File: src/rtl/sync_serial_port.sv
module sync_serial_port #(
  parameter int ADDR_W = 8,
  parameter logic [ADDR_W-1:0] CTL_OFS = 'h0A,
  parameter logic [ADDR_W-1:0] STS_OFS = 'h0B,
  parameter logic [ADDR_W-1:0] DAT_OFS = 'h0C
) (
  input  logic              clk,
  input  logic              rst_n,
  input  logic              bus_sel,
  input  logic              bus_wr,
  input  logic [ADDR_W-1:0] bus_addr,
  input  logic [7:0]        bus_wdata,
  output logic [7:0]        bus_rdata,
  output logic              irq,
  output logic              sck_o,
  input  logic              sck_i,
  output logic              sdo,
  input  logic              sdi
);
  localparam int BITS = 8;
  localparam int BC_W = $clog2(BITS + 1);
  localparam int HC_W = 5;

  logic ie_q, en_q, lsb_q, mst_q, pha_q;
  logic [1:0] rate_q;
  logic flag_q, wcol_q, busy_q, sck_q, samp_q;
  logic [7:0] sr_q, rx_q;
  logic [HC_W-1:0] hc_q;
  logic [BC_W-1:0] bc_q;
  logic [2:0] ss_q;

  wire wr_ctl = bus_sel & bus_wr & (bus_addr == CTL_OFS);
  wire wr_dat = bus_sel & bus_wr & (bus_addr == DAT_OFS);

  logic [HC_W-1:0] half_m1;
  assign half_m1 = (HC_W'(2) << rate_q) - HC_W'(1);

  wire tick   = busy_q & mst_q & (hc_q == half_m1);
  wire s_rise = busy_q & ~mst_q & ss_q[1] & ~ss_q[2];
  wire s_fall = busy_q & ~mst_q & ~ss_q[1] & ss_q[2];
  wire rise   = (tick & ~sck_q) | s_rise;
  wire fall   = (tick & sck_q) | s_fall;
  wire last   = fall & (bc_q == BC_W'(BITS - 1));
  wire start  = wr_dat & en_q & ~busy_q;
  wire abort  = wr_ctl & ~bus_wdata[6];

  logic [7:0] sr_next;
  assign sr_next = lsb_q ? {samp_q, sr_q[7:1]} : {sr_q[6:0], samp_q};

  always_ff @(posedge clk or negedge rst_n) begin
    if (!rst_n) begin
      {ie_q, en_q, lsb_q, mst_q, pha_q} <= '0;
      rate_q <= '0;
    end else if (wr_ctl) begin
      {ie_q, en_q, lsb_q, mst_q} <= bus_wdata[7:4];
      pha_q  <= bus_wdata[2];
      rate_q <= bus_wdata[1:0];
    end
  end

  always_ff @(posedge clk or negedge rst_n) begin
    if (!rst_n) begin
      flag_q <= 1'b0;
      wcol_q <= 1'b0;
    end else begin
      if (last) flag_q <= 1'b1;
      else if (wr_ctl && bus_wdata[3]) flag_q <= 1'b0;
      if (wr_dat && en_q && busy_q) wcol_q <= 1'b1;
      else if (wr_ctl && bus_wdata[3]) wcol_q <= 1'b0;
    end
  end

  always_ff @(posedge clk or negedge rst_n) begin
    if (!rst_n) begin
      busy_q <= 1'b0;
      hc_q   <= '0;
      sck_q  <= 1'b0;
      samp_q <= 1'b0;
      sr_q   <= '0;
      bc_q   <= '0;
      rx_q   <= '0;
      ss_q   <= '0;
    end else begin
      ss_q <= {ss_q[1:0], sck_i};
      if (abort) busy_q <= 1'b0;
      else if (start) busy_q <= 1'b1;
      else if (last) busy_q <= 1'b0;
      if (start || tick) hc_q <= '0;
      else if (busy_q) hc_q <= hc_q + HC_W'(1);
      if (start || abort) sck_q <= 1'b0;
      else if (tick) sck_q <= ~sck_q;
      if (rise) samp_q <= sdi;
      if (start) begin
        sr_q <= bus_wdata;
        bc_q <= '0;
      end else if (fall) begin
        sr_q <= sr_next;
        bc_q <= bc_q + BC_W'(1);
      end
      if (last) rx_q <= sr_next;
    end
  end

  assign sck_o = busy_q & mst_q & sck_q;
  assign sdo   = busy_q & en_q & (lsb_q ? sr_q[0] : sr_q[7]);
  assign irq   = ie_q & flag_q;

  always_comb begin
    bus_rdata = 8'h00;
    if (bus_addr == CTL_OFS)      bus_rdata = {ie_q, en_q, lsb_q, mst_q, 1'b0, pha_q, rate_q};
    else if (bus_addr == STS_OFS) bus_rdata = {flag_q, wcol_q, 6'b0};
    else if (bus_addr == DAT_OFS) bus_rdata = rx_q;
  end

  AST_SCK_LOW_AT_START: assert property (@(posedge clk) disable iff (!rst_n)
    start |=> (busy_q && !sck_o));
  AST_SDO_HOLD_HIGH: assert property (@(posedge clk) disable iff (!rst_n)
    (busy_q && $past(busy_q) && sck_o && $past(sck_o)) |-> $stable(sdo));
  AST_RX_ONLY_AT_END: assert property (@(posedge clk) disable iff (!rst_n)
    !last |=> $stable(rx_q));
  AST_IE_KEEPS_FLAG: assert property (@(posedge clk) disable iff (!rst_n)
    (wr_ctl && !bus_wdata[3] && !last) |=> (flag_q == $past(flag_q)));
  AST_FLAG_RESET: assert property (@(posedge clk) disable iff (!rst_n)
    (wr_ctl && bus_wdata[3] && !last) |=> !flag_q);
  AST_WCOL_ON_BUSY: assert property (@(posedge clk) disable iff (!rst_n)
    (wr_dat && en_q && busy_q) |=> wcol_q);
  AST_OFF_QUIET: assert property (@(posedge clk) disable iff (!rst_n)
    abort |=> (!busy_q && !sck_o && !sdo));
endmodule

File: config.mk
export PLATFORM = sky130hd
export DESIGN_NAME = sync_serial_port
export DESIGN_NICKNAME = d
export VERILOG_FILES = /design/src/rtl/sync_serial_port.sv
export SDC_FILE = /design/constraint.sdc
export NUM_CORES = 1
export LEC_CHECK = 0
export BUFFER_PORTS_ARGS = -buffer_cell sky130_fd_sc_hd__buf_2
export CORE_ASPECT_RATIO = 1.2
export CORE_MARGIN = 2
export CORE_UTILIZATION = 47
export DETAILED_ROUTE_END_ITERATION = 16
export GPL_ROUTABILITY_DRIVEN = 0
export PLACE_DENSITY = 0.72
export SLEW_MARGIN = 40
export SYNTH_ARGS = -nofsm -noshare
export SYNTH_HDL_FRONTEND = slang
export SYNTH_SLANG_ARGS = --single-unit
File: constraint.sdc
create_clock -name clk -period 2.56 [get_ports clk]
set_clock_uncertainty 0.2 [all_clocks]
set_input_delay 0.384 -clock clk [delete_from_list [all_inputs] [get_ports clk]]
set_output_delay 0.384 -clock clk [all_outputs]
set_load 0.05 [all_outputs]
==> results of run 1 <==
state kept, by name, summed over array words and instances (netlist names), 2 cells and up:
| signal | cells |
|---|---|
| hc_q | 5 |
| rate_q | 2 |
| ss_q | 3 |
| bc_q | 4 |
| sr_q | 8 |
| rx_q | 8 |
layer usage:
metal  vias up  global-route usage, %  share of wire, %
li1        759                      -                 -
met1       778                   25.4                44
met2        44                   33.8                51
met3         7                   4.28               4.3
met4         0                   7.66               1.5
met5         -                      0                 0
layout make-up:
class / count / area (µm²)
fill: 391 / 1810
multi-input combinational: 136 / 1030
sequential: 40 / 1000
timing repair buffer: 39 / 220
clock buffer: 6 / 72.6
tap: 56 / 70.1
inverter: 5 / 18.8
clock inverter: 1 / 5.00
logic make-up after synthesis:
group | count (synthesis) | share of synthesized area, %
AO/OA/AOI/OAI | 32 | 9.65
XOR/XNOR | 6 | 2.55
adder cells (fa/ha/maj) | 2 | 1.21
buffers and inverters | 13 | 2.43
flip-flops | 40 | 48.6
multiplexers | 33 | 17.5
AND/OR/NAND/NOR | 63 | 18.1
power by group:
group          internal (µW)  switching, µW
Combinational           27.0           32.2
Clock                    185            209
Sequential               640           8.66
timing repair:
| action | in CTS | in global routing |
|---|---|---|
| hold endpoints to repair | 41 | 0 |
| hold buffers | 2 | 0 |
| setup endpoints to repair | 0 | 8 |
| resized for setup | 0 | 1 |
per-stage QoR:
stage,hold slack [ns],power (µW),area (µm²),util [%]
after floorplan,-0.112,677,2060,-
after global placement,0.145,716,2300,54.4
after detailed placement,0.146,718,2310,54.7
after CTS,0.102,1120,2410,57.0
after global routing,0.117,1150,2420,57.2
final,0.108,1100,2420,57.2
Yosys cell counts:
| library cell | instances |
|---|---|
| a211oi_1 | 1 |
| a21o_1 | 1 |
| a21oi_1 | 10 |
| a22o_1 | 6 |
| a22oi_1 | 2 |
| and2_1 | 3 |
| and3_1 | 2 |
| and4_1 | 3 |
| and4b_1 | 2 |
| and4bb_1 | 1 |
| buf_1 | 1 |
| buf_2 | 1 |
| clkbuf_1 | 6 |
| dfrtp_1 | 40 |
| ha_1 | 2 |
| inv_1 | 5 |
| mux2_2 | 24 |
| mux2i_1 | 9 |
| nand2_1 | 15 |
| nand2b_1 | 4 |
| nand3_1 | 6 |
| nand4_1 | 1 |
| nor2_1 | 10 |
| nor3_1 | 5 |
| nor3b_1 | 4 |
| nor4_1 | 1 |
| nor4b_4 | 1 |
| nor4bb_1 | 1 |
| o21ai_0 | 10 |
| o31a_1 | 1 |
| o31ai_1 | 1 |
| or3_1 | 2 |
| or3b_2 | 1 |
| or4bb_1 | 1 |
| xnor2_1 | 6 |
final timing paths:
kind / cells after the start / slack, ns / end / startpoint
max: 6 / 0.15 / bus_rdata[6] / bus_addr[5]
min: 3 / 0.11 / sr_q[4] / bus_wdata[4]
max reg2reg: 6 / 0.15 / rx_q[2] / busy_q
min reg2reg: 0 / 0.16 / ss_q[1] / ss_q[0]
max in group asynchronous: 2 / 1.41 / busy_q / rst_n
min in group asynchronous: 2 / 0.40 / hc_q[2] / rst_n
worst min-delay path, stage by stage:
cell,delay [ns]
buf_2,0.09
nand2_1,0.04
o21ai_0,0.06
==> summary.md, run 1 <==
| Metric | Value |
|---|---|
| Seq/Total Area, Yosys | `48.6%` |
| P&R area growth vs syn | `17.5%` |
| Hold crit path type | `in -> reg` |
| Average wire per cell in the routed design | `16.0 µm` |
| Post-Syn Area | `0.00206 mm²` |
| Leakage | `0.00107 µW` |
| Crit path kind | `in -> out` |
| CTS H-tree lvls | `2` |
| Worst Path Required | `1.98 ns` |
| Die Area | `0.00493 mm²` |
| First-pass GRT wire length | `7690 µm` |
| Slowest CP cell | `and3_1` |
| VDD IR max | `0.363 mV` |
| Delay-heaviest family, CP | `simple AND/OR/NAND/NOR gates` |
| Total gr overflow | `0` |
| Synth area leader | `dfrtp_1` |
| First-pass DRT Iterations | `4` |
| GR Util All Layers | `20.2%` |
| Final hold violations | `0` |
| Status | `complete, no violations` |
| Antenna-violating nets left | `0` |
| Std cell rows | `26` |
| CP peak stage delay | `0.45 ns` |
| Setup TNS | `0 ns` |
| Diode count | `0` |
| Clk slew on worst S/H paths | `0.07 ns` |
| Sink Count | `40` |
| Die span in y | `76.5 µm` |
| Post-Syn Nets | `213` |
| Max Slew Vio Count | `0` |
| CP most frequent cell | `buf_2` |
| Die Wd | `64.4 µm` |
| Final Critical Period | `2.41 ns` |
| CTS tree | `built` |
| Syn avg cell area | `10.9 µm²` |
| Initial antenna violation count | `0` |
| Yosys reg bits | `40` |
| Post-synth cell types | `35` |
| CP Max Fanout | `9` |
| # IOs | `33` |
| IO Port Bufs | `32` |
| Clock Tree Buf Depth | `2` |
| Ranking of synthesized cells by area | `dfrtp_1, mux2_2, mux2i_1` |
| Pre-CTS setup slack | `0.150 ns` |
| Fmax | `415 MHz` |
| Inst Count DP | `274` |
| Worst Slack Setup Final | `0.149 ns` |
| Insertion delay to the later sink of the worst-skew pair | `0.29 ns` |
| Crit-path cells | `buf_2 > nor4_1 > and3_1 > a22oi_1 > a21oi_1 > buf_2` |
| Worst slew margin | `55.2%` |
| CP Launch Type | `input pin` |
| RSZ-0062 raised after global routing | `false` |
| DR vias/cell | `5.61` |
| Total Wirelength | `4530 µm` |
| Tcrit/Tclk final | `94.2%` |
| # DRC | `0` |
| Most frequent cells in the layout | `dfrtp_1, buf_2, mux2_2` |
| Vias in the first global route | `1585` |
| Critical Path AT | `1.83 ns` |
| Setup-failing EPs final | `0` |
| Worst Path Buf+Inv | `2` |
| Initial DRC Count | `59` |
| Initial Util | `48.7%` |
| Post-CTS setup buffers | `0` |
| Final net count | `251` |
| CP endpoint kind | `output pin` |
| Yosys synthesis warning count | `0` |
| Largest net degree at the start of global routing | `41` |
| Most common cell after layout, fill and taps aside | `dfrtp_1` |
| Root Driver | `clkbuf_8` |
| Post-synth top area share | `48.6%` |
| Power per cell area | `455 mW/mm²` |
| Core ar. | `0.00423 mm²` |
| Worst slew pin tran | `0.672 ns` |
| DP Wirelength | `3120 µm` |
| Layout cell share with drive strength beyond 1 | `31.7%` |
| Max cap viols | `0` |
| Post-synthesis cell count | `189` |
| Vias after detailed routing | `1588` |
| Non-filler cells, final | `283` |
| Inserted Clock Buffers | `5` |
No activity file was read; power rests on OpenSTA's default activity.
==> inputs of run 2 (changes only) <==
--- a/config.mk
+++ b/config.mk
@@ -11,6 +11,7 @@
 export CORE_UTILIZATION = 47
 export DETAILED_ROUTE_END_ITERATION = 16
 export GPL_ROUTABILITY_DRIVEN = 0
+export MAX_ROUTING_LAYER = met4
 export PLACE_DENSITY = 0.72
 export SLEW_MARGIN = 40
 export SYNTH_ARGS = -nofsm -noshare
==> run 2 against run 1 <==
Effect of this change: first-iteration DRC count decreased by 10%; die area unchanged; count of clock-buffer cells in the layout unchanged; final cell count is the same; worst hold slack got worse by 0.0025 ns; sequential power is essentially flat; flip-flop and latch count stayed put; clock power about the same; non-clock buffer count stayed put; critical path depth stayed put; critical path type unchanged; largest power group unchanged.
==> summary.md, run 2 (same netlist as run 1, synthesis figures left out) <==
| Metric | Value |
|---|---|
| Crit path kind | `in -> out (unchanged)` |
| Antenna-violating nets left | `0 (unchanged)` |
| # IOs | `33 (unchanged)` |
| Worst slew pin tran | `0.669 ns (was 0.672 ns)` |
| First-pass DRT Iterations | `4 (unchanged)` |
| R2R setup slack | `0.15 ns (about the same)` |
| Average wire per cell in the routed design | `16.1 µm (was 16.0 µm)` |
| Hold path start | `bus_wdata[4] (unchanged)` |
| Worst flop-to-flop path endpoint | `rx_q[1] (was rx_q[2])` |
| Inserted Clock Buffers | `5 (unchanged)` |
| Most frequent cells in the layout | `dfrtp_1, buf_2, mux2_2 (unchanged)` |
| Power per cell area | `456 mW/mm² (was 455 mW/mm²)` |
| DP Wirelength | `3120 µm (unchanged)` |
| Final hold violations | `0 (unchanged)` |
| Post-CTS setup buffers | `0 (unchanged)` |
| Std cell rows | `26 (unchanged)` |
| CP most frequent cell | `buf_2 (unchanged)` |
| Total Wirelength | `4550 µm (was 4530 µm)` |
| Largest net degree at the start of global routing | `41 (unchanged)` |
| Reg2reg start | `busy_q (unchanged)` |
| GR Util All Layers | `20.8% (was 20.2%)` |
| Layout cell share with drive strength beyond 1 | `31.7% (unchanged)` |
| Max cap viols | `0 (unchanged)` |
| Worst Path Required | `1.98 ns (about the same)` |
| CP Launch Type | `input pin (unchanged)` |
| Most common cell after layout, fill and taps aside | `dfrtp_1 (unchanged)` |
| Sink Count | `40 (unchanged)` |
| Root Driver | `clkbuf_8 (unchanged)` |
| Die span in y | `76.5 µm (unchanged)` |
| First-pass GRT wire length | `7710 µm (was 7690 µm)` |
| P&R area growth vs syn | `17.5% (unchanged)` |
| Insertion delay to the later sink of the worst-skew pair | `0.30 ns (was 0.29 ns)` |
| Vias in the first global route | `1587 (was 1585)` |
| Pwr Total | `1100 µW (about the same)` |
| Total gr overflow | `0 (unchanged)` |
| Clk slew on worst S/H paths | `0.07 ns (about the same)` |
| Critical Path AT | `1.83 ns (about the same)` |
| Die Area | `0.00493 mm² (unchanged)` |
| CP peak stage delay | `0.45 ns (about the same)` |
| Core ar. | `0.00423 mm² (unchanged)` |
| Setup TNS | `0 ns (unchanged)` |
| VDD IR max | `0.363 mV (about the same)` |
| Worst hold endpoint | `sr_q[4] (unchanged)` |
| Clock Tree Buf Depth | `2 (unchanged)` |
| Area post-placement | `0.00231 mm² (unchanged)` |
| Final Critical Period | `2.41 ns (about the same)` |
| Top Registers | `rx_q (8), sr_q (8), hc_q (5) (unchanged)` |
| Slowest CP cell | `and3_1 (unchanged)` |
| Initial DRC Count | `53 (was 59)` |
| Initial Util | `48.7% (unchanged)` |
| DR vias/cell | `5.58 (was 5.61)` |
| R2r worst-path depth | `6 (unchanged)` |
| Tcrit/Tclk final | `94.2% (about the same)` |
| CP endpoint kind | `output pin (unchanged)` |
| Hold path depth | `3 (unchanged)` |
| Vias after detailed routing | `1580 (was 1588)` |
| Worst Path Buf+Inv | `2 (unchanged)` |
| RSZ-0062 raised after global routing | `false (unchanged)` |
| Delay-heaviest family, CP | `simple AND/OR/NAND/NOR gates (unchanged)` |
| Max Slew Vio Count | `0 (unchanged)` |
| IO Port Bufs | `32 (unchanged)` |
| Leakage | `0.00107 µW (unchanged)` |
| Fmax | `415 MHz (about the same)` |
| # DRC | `0 (unchanged)` |
| Diode count | `0 (unchanged)` |
| CTS H-tree lvls | `2 (unchanged)` |
| Crit-path cells | `buf_2 > nor4_1 > and3_1 > a22oi_1 > a21oi_1 > buf_2 (unchanged)` |
| Setup-failing EPs final | `0 (unchanged)` |
| CP Max Fanout | `9 (unchanged)` |
| CTS tree | `built (unchanged)` |
| Final net count | `251 (unchanged)` |
| Stages on worst setup path | `6 (unchanged)` |
| Design Area, Final | `0.00242 mm² (unchanged)` |
| Fill cells | `391 (unchanged)` |
| Initial antenna violation count | `0 (unchanged)` |
| Worst slew margin | `55.4% (was 55.2%)` |
| Hold crit path type | `in -> reg (unchanged)` |
| Die Wd | `64.4 µm (unchanged)` |
| Status | `complete, no violations (unchanged)` |
[run 2: what timing repair did]
action	4_1_cts	5_1_grt
hold buffers	2	0
endpoints found under the hold margin	41	0
endpoints found under the setup margin	0	8
resized for setup	0	1
[run 2: where the power goes]
group / switching (µW) / internal (µW) / total (µW)
logic: 32.2 / 27.0 / 59.1
registers: 8.76 / 640 / 649
clock network: 212 / 185 / 397
[run 2: cell type report]
| type | count | area (µm²) | share of cell area [%] |
|---|---|---|---|
| clock buffers | 6 | 72.6 | 3.00 |
| multi-input cells | 136 | 1030 | 42.7 |
| flip-flops and latches | 40 | 1000 | 41.3 |
| well taps | 56 | 70.1 | 2.89 |
| clock inverters | 1 | 5.00 | 0.207 |
| repair buffers | 39 | 220 | 9.10 |
| inverters | 5 | 18.8 | 0.775 |
[run 2: worst max path at each step]
stage | startpoint | end | slack, ns
after floorplan | bus_addr[5] | bus_rdata[6] | 0.008
final | bus_addr[5] | bus_rdata[6] | 0.15
after detailed placement | hc_q[1] | rx_q[1] | 0.15
after global routing | bus_addr[5] | bus_rdata[6] | 0.02
after CTS | busy_q | rx_q[2] | 0.14
after global placement | bus_addr[5] | bus_rdata[6] | 0.16
[run 2: metrics by stage]
step / cells / util, % / hold WS (ns) / setup slack, ns
floorplan: 189 / - / -0.112 / 0.00842
global placement: 274 / 54.4 / 0.145 / 0.156
detailed placement: 274 / 54.7 / 0.146 / 0.150
CTS: 283 / 57.0 / 0.102 / 0.137
global route: 283 / 57.2 / 0.117 / 0.0172
finish: 283 / 57.2 / 0.106 / 0.149
[run 2: per-layer routing]
metal	track usage, %	vias to the layer above	routed length [µm]
met2	33.9	47	2270
met1	25.5	770	2000
met4	7.66	0	49
met3	4.14	5	221
li1	-	758	-
met5	-	-	0
[run 2: worst reg2reg max path: cells and delay by family (launching register included)]
| kind | cells | cell delay (ns) |
|---|---|---|
| and+or+nand+nor | 2 | 0.73 |
| buffers and inverters | 2 | 0.44 |
| muxes | 1 | 0.37 |
| DFF | 1 | 0.35 |
| AOI/OAI and AO/OA | 1 | 0.22 |
==> inputs of run 3 (changes only) <==
--- a/config.mk
+++ b/config.mk
@@ -12,7 +12,7 @@
 export DETAILED_ROUTE_END_ITERATION = 16
 export GPL_ROUTABILITY_DRIVEN = 0
 export MAX_ROUTING_LAYER = met4
-export PLACE_DENSITY = 0.72
+export PLACE_DENSITY = 0.75
 export SLEW_MARGIN = 40
 export SYNTH_ARGS = -nofsm -noshare
 export SYNTH_HDL_FRONTEND = slang
==> constraint.sdc (replaced) <==
create_clock -name clk -period 2 [get_ports clk]
set_clock_uncertainty 0.2 [all_clocks]
set_input_delay 0.3 -clock clk [delete_from_list [all_inputs] [get_ports clk]]
set_output_delay 0.3 -clock clk [all_outputs]
set_load 0.05 [all_outputs]
==> run 3 against run 2 <==
Effect of this change: the flow now finishes with violations (setup timing); sequential power grew 28%; sequential share of layout area shrank 5.4 points; final cell count increased by 11%; flip-flop and latch count did not move; combinational power is 67% higher; die area unchanged; routed wire length up 12%; first-iteration DRC count grew 7.5%; utilization increased by 8.6 points; critical endpoint is now rx_q[3].
==> summary.md, run 3 (same netlist as run 1, synthesis figures left out) <==
| Metric | Value |
|---|---|
| Initial Util | `48.7% (unchanged)` |
| WHS | `0.0268 ns (was 0.106 ns)` |
| R2R setup slack | `-0.20 ns (was 0.15 ns)` |
| Average wire per cell in the routed design | `16.2 µm (was 16.1 µm)` |
| First-pass DRT Iterations | `4 (unchanged)` |
| Vias in the first global route | `1717 (was 1587)` |
| CP endpoint kind | `flop (was output pin)` |
| IO Port Bufs | `32 (unchanged)` |
| Worst slew pin tran | `0.500 ns (was 0.669 ns)` |
| DP Wirelength | `3620 µm (was 3120 µm)` |
| Total gr overflow | `0 (unchanged)` |
| Worst setup path endpoint | `rx_q[3] (was bus_rdata[6])` |
| Diode count | `0 (unchanged)` |
| Total Wirelength | `5080 µm (was 4550 µm)` |
| Final Util | `65.9% (was 57.2%)` |
| CTS H-tree lvls | `2 (unchanged)` |
| Design Area, Final | `0.00279 mm² (was 0.00242 mm²)` |
| Clock power share | `37.1% (was 35.9%)` |
| Most common cell after layout, fill and taps aside | `dfrtp_1 (unchanged)` |
| P&R area growth vs syn | `35.2% (was 17.5%)` |
| Worst Path Required | `1.98 ns (about the same)` |
| Leakage | `0.00124 µW (was 0.00107 µW)` |
| Layout cell share with drive strength beyond 1 | `43.8% (was 31.7%)` |
| Flop pwr share | `56.2% (was 58.7%)` |
| Initial antenna violation count | `0 (unchanged)` |
| # IOs | `33 (unchanged)` |
| Switching Fraction | `22.2% (was 22.9%)` |
| Die Wd | `64.4 µm (unchanged)` |
| Pwr Total | `1470 µW (was 1100 µW)` |
| Final hold violations | `0 (unchanged)` |
| Critical Path AT | `2.18 ns (was 1.83 ns)` |
| Worst flop-to-flop path endpoint | `rx_q[3] (was rx_q[1])` |
| Non-filler cells, final | `314 (was 283)` |
| Logic gate share of total power | `6.7% (was 5.4%)` |
| Most frequent cells in the layout | `dfrtp_1, buf_4, buf_2 (was dfrtp_1, buf_2, mux2_2)` |
| R2r worst-path depth | `5 (was 6)` |
| Fmax | `455 MHz` |
| Die span in y | `76.5 µm (unchanged)` |
| # DRC | `0 (unchanged)` |
| Core ar. | `0.00423 mm² (unchanged)` |
| DR vias/cell | `5.45 (was 5.58)` |
| Max cap viols | `0 (unchanged)` |
| Final Critical Period | `2.20 ns` |
| Die Area | `0.00493 mm² (unchanged)` |
| Worst Slack Setup Final | `-0.197 ns (was 0.149 ns)` |
| Tcrit/Tclk final | `110%` |
| Hold crit path type | `in -> reg (unchanged)` |
| Antenna-violating nets left | `0 (unchanged)` |
| Crit. Startpoint | `mst_q (was bus_addr[5])` |
| Root Driver | `clkbuf_8 (unchanged)` |
| CP Launch Type | `flop (was input pin)` |
| GR Util All Layers | `21.8% (was 20.8%)` |
| Power per cell area | `530 mW/mm² (was 456 mW/mm²)` |
| Inst Count DP | `302 (was 274)` |
| Fill cells | `352 (was 391)` |
| Worst slew margin | `66.7% (was 55.4%)` |
| Internal power | `1150 µW (was 852 µW)` |
| Clk slew on worst S/H paths | `0.07 ns (about the same)` |
| Largest net degree at the start of global routing | `22 (was 41)` |
| Crit path kind | `reg -> reg (was in -> out)` |
| Std cell rows | `26 (unchanged)` |
| First-pass GRT wire length | `8110 µm (was 7710 µm)` |
| VDD IR max | `0.452 mV (was 0.363 mV)` |
| Inserted Clock Buffers | `5 (unchanged)` |
| CP Max Fanout | `9 (unchanged)` |
| Sink Count | `40 (unchanged)` |
| Setup-failing EPs final | `16 (was 0)` |
| Clock Tree Buf Depth | `2 (unchanged)` |
| CTS tree | `built (unchanged)` |
| Violated checks | `setup timing` |
| Initial DRC Count | `57 (was 53)` |
| Vias after detailed routing | `1710 (was 1580)` |
| Status | `complete, but fails checks (was complete, no violations)` |
| Final net count | `281 (was 251)` |
| Max Slew Vio Count | `0 (unchanged)` |
| Top Registers | `rx_q (8), sr_q (8), hc_q (5) (unchanged)` |
| Switching pwr | `327 µW (was 253 µW)` |
| Insertion delay to the later sink of the worst-skew pair | `0.29 ns (was 0.30 ns)` |
| RSZ-0062 raised after global routing | `true (was false)` |
| Reg2reg start | `mst_q (was busy_q)` |
| Area post-placement | `0.00256 mm² (was 0.00231 mm²)` |
[run 3: cell types whose count changed in the layout (fill, tap and decap cells not counted), moves of 2 or more]
cell	change
a21oi_1	-4
a21oi_2	+3
buf_12	+3
buf_2	-6
buf_4	+30
buf_6	+2
mux2i_1	-2
[run 3: worst max-delay path, cell delays in order (launching register included)]
cell and delay [ns]:
dfrtp_1 0.40, or4bb_1 0.55, o31a_1 0.17, nor4b_4 0.23, buf_6 0.18, mux2_2 0.35
[run 3: timing repair]
| item | in CTS | in global routing |
|---|---|---|
| hold buffers | 2 | 0 |
| setup endpoints to repair | 27 | 33 |
| buffers inserted | 0 | 2 |
| hold endpoints to repair | 21 | 0 |
| pin swaps | 2 | 7 |
| gates cloned | 0 | 0 |
| gates resized for setup | 8 | 18 |
[run 3: power groups by stage]
stage / clock, µW / combinational (µW) / sequential, µW
after detailed placement: 0 / 90.0 / 844
after floorplan: 0 / 26.3 / 841
final: 547 / 98.9 / 829
after global placement: 0 / 88.2 / 843
after CTS: 561 / 94.7 / 828
after global routing: 590 / 110 / 829
[run 3: how the worst min path moves through the flow]
stage	start	to	depth (start not counted)	slack (ns)
final	bus_wdata[2]	sr_q[2]	3	0.03
after global routing	bus_wdata[5]	sr_q[5]	3	0.06
after CTS	bus_wdata[2]	sr_q[2]	3	0.03
after detailed placement	rst_n	hc_q[0]	1	0.1
after global placement	rst_n	hc_q[0]	1	0.09
after floorplan	rst_n	bc_q[0]	0	-0.20
[run 3: final cells by class]
class	count	area [µm²]	share of cell area, %
Clock buffer	8	90.1	3.23
Inverter	5	18.8	0.674
Multi-Input combinational cell	136	1100	39.4
Sequential cell	40	1000	36.0
Tap cell	56	70.1	2.52
Timing Repair Buffer	69	505	18.1
[run 3: metal layers]
layer  track usage, %  vias up  wire, µm
li1                 -      822         -
met1             27.4      836      2140
met2             35.7       41      2660
met3             3.55       11       186
met4             7.45        0        98
met5                -        -         0
[run 3: through the flow]
stage	worst slack (ns)	TNS [ns]
after global routing	-0.240	-3.24
after detailed placement	-0.183	-1.91
after CTS	-0.172	-1.38
after floorplan	-0.272	-2.26
after global placement	-0.134	-1.45
final	-0.197	-1.68
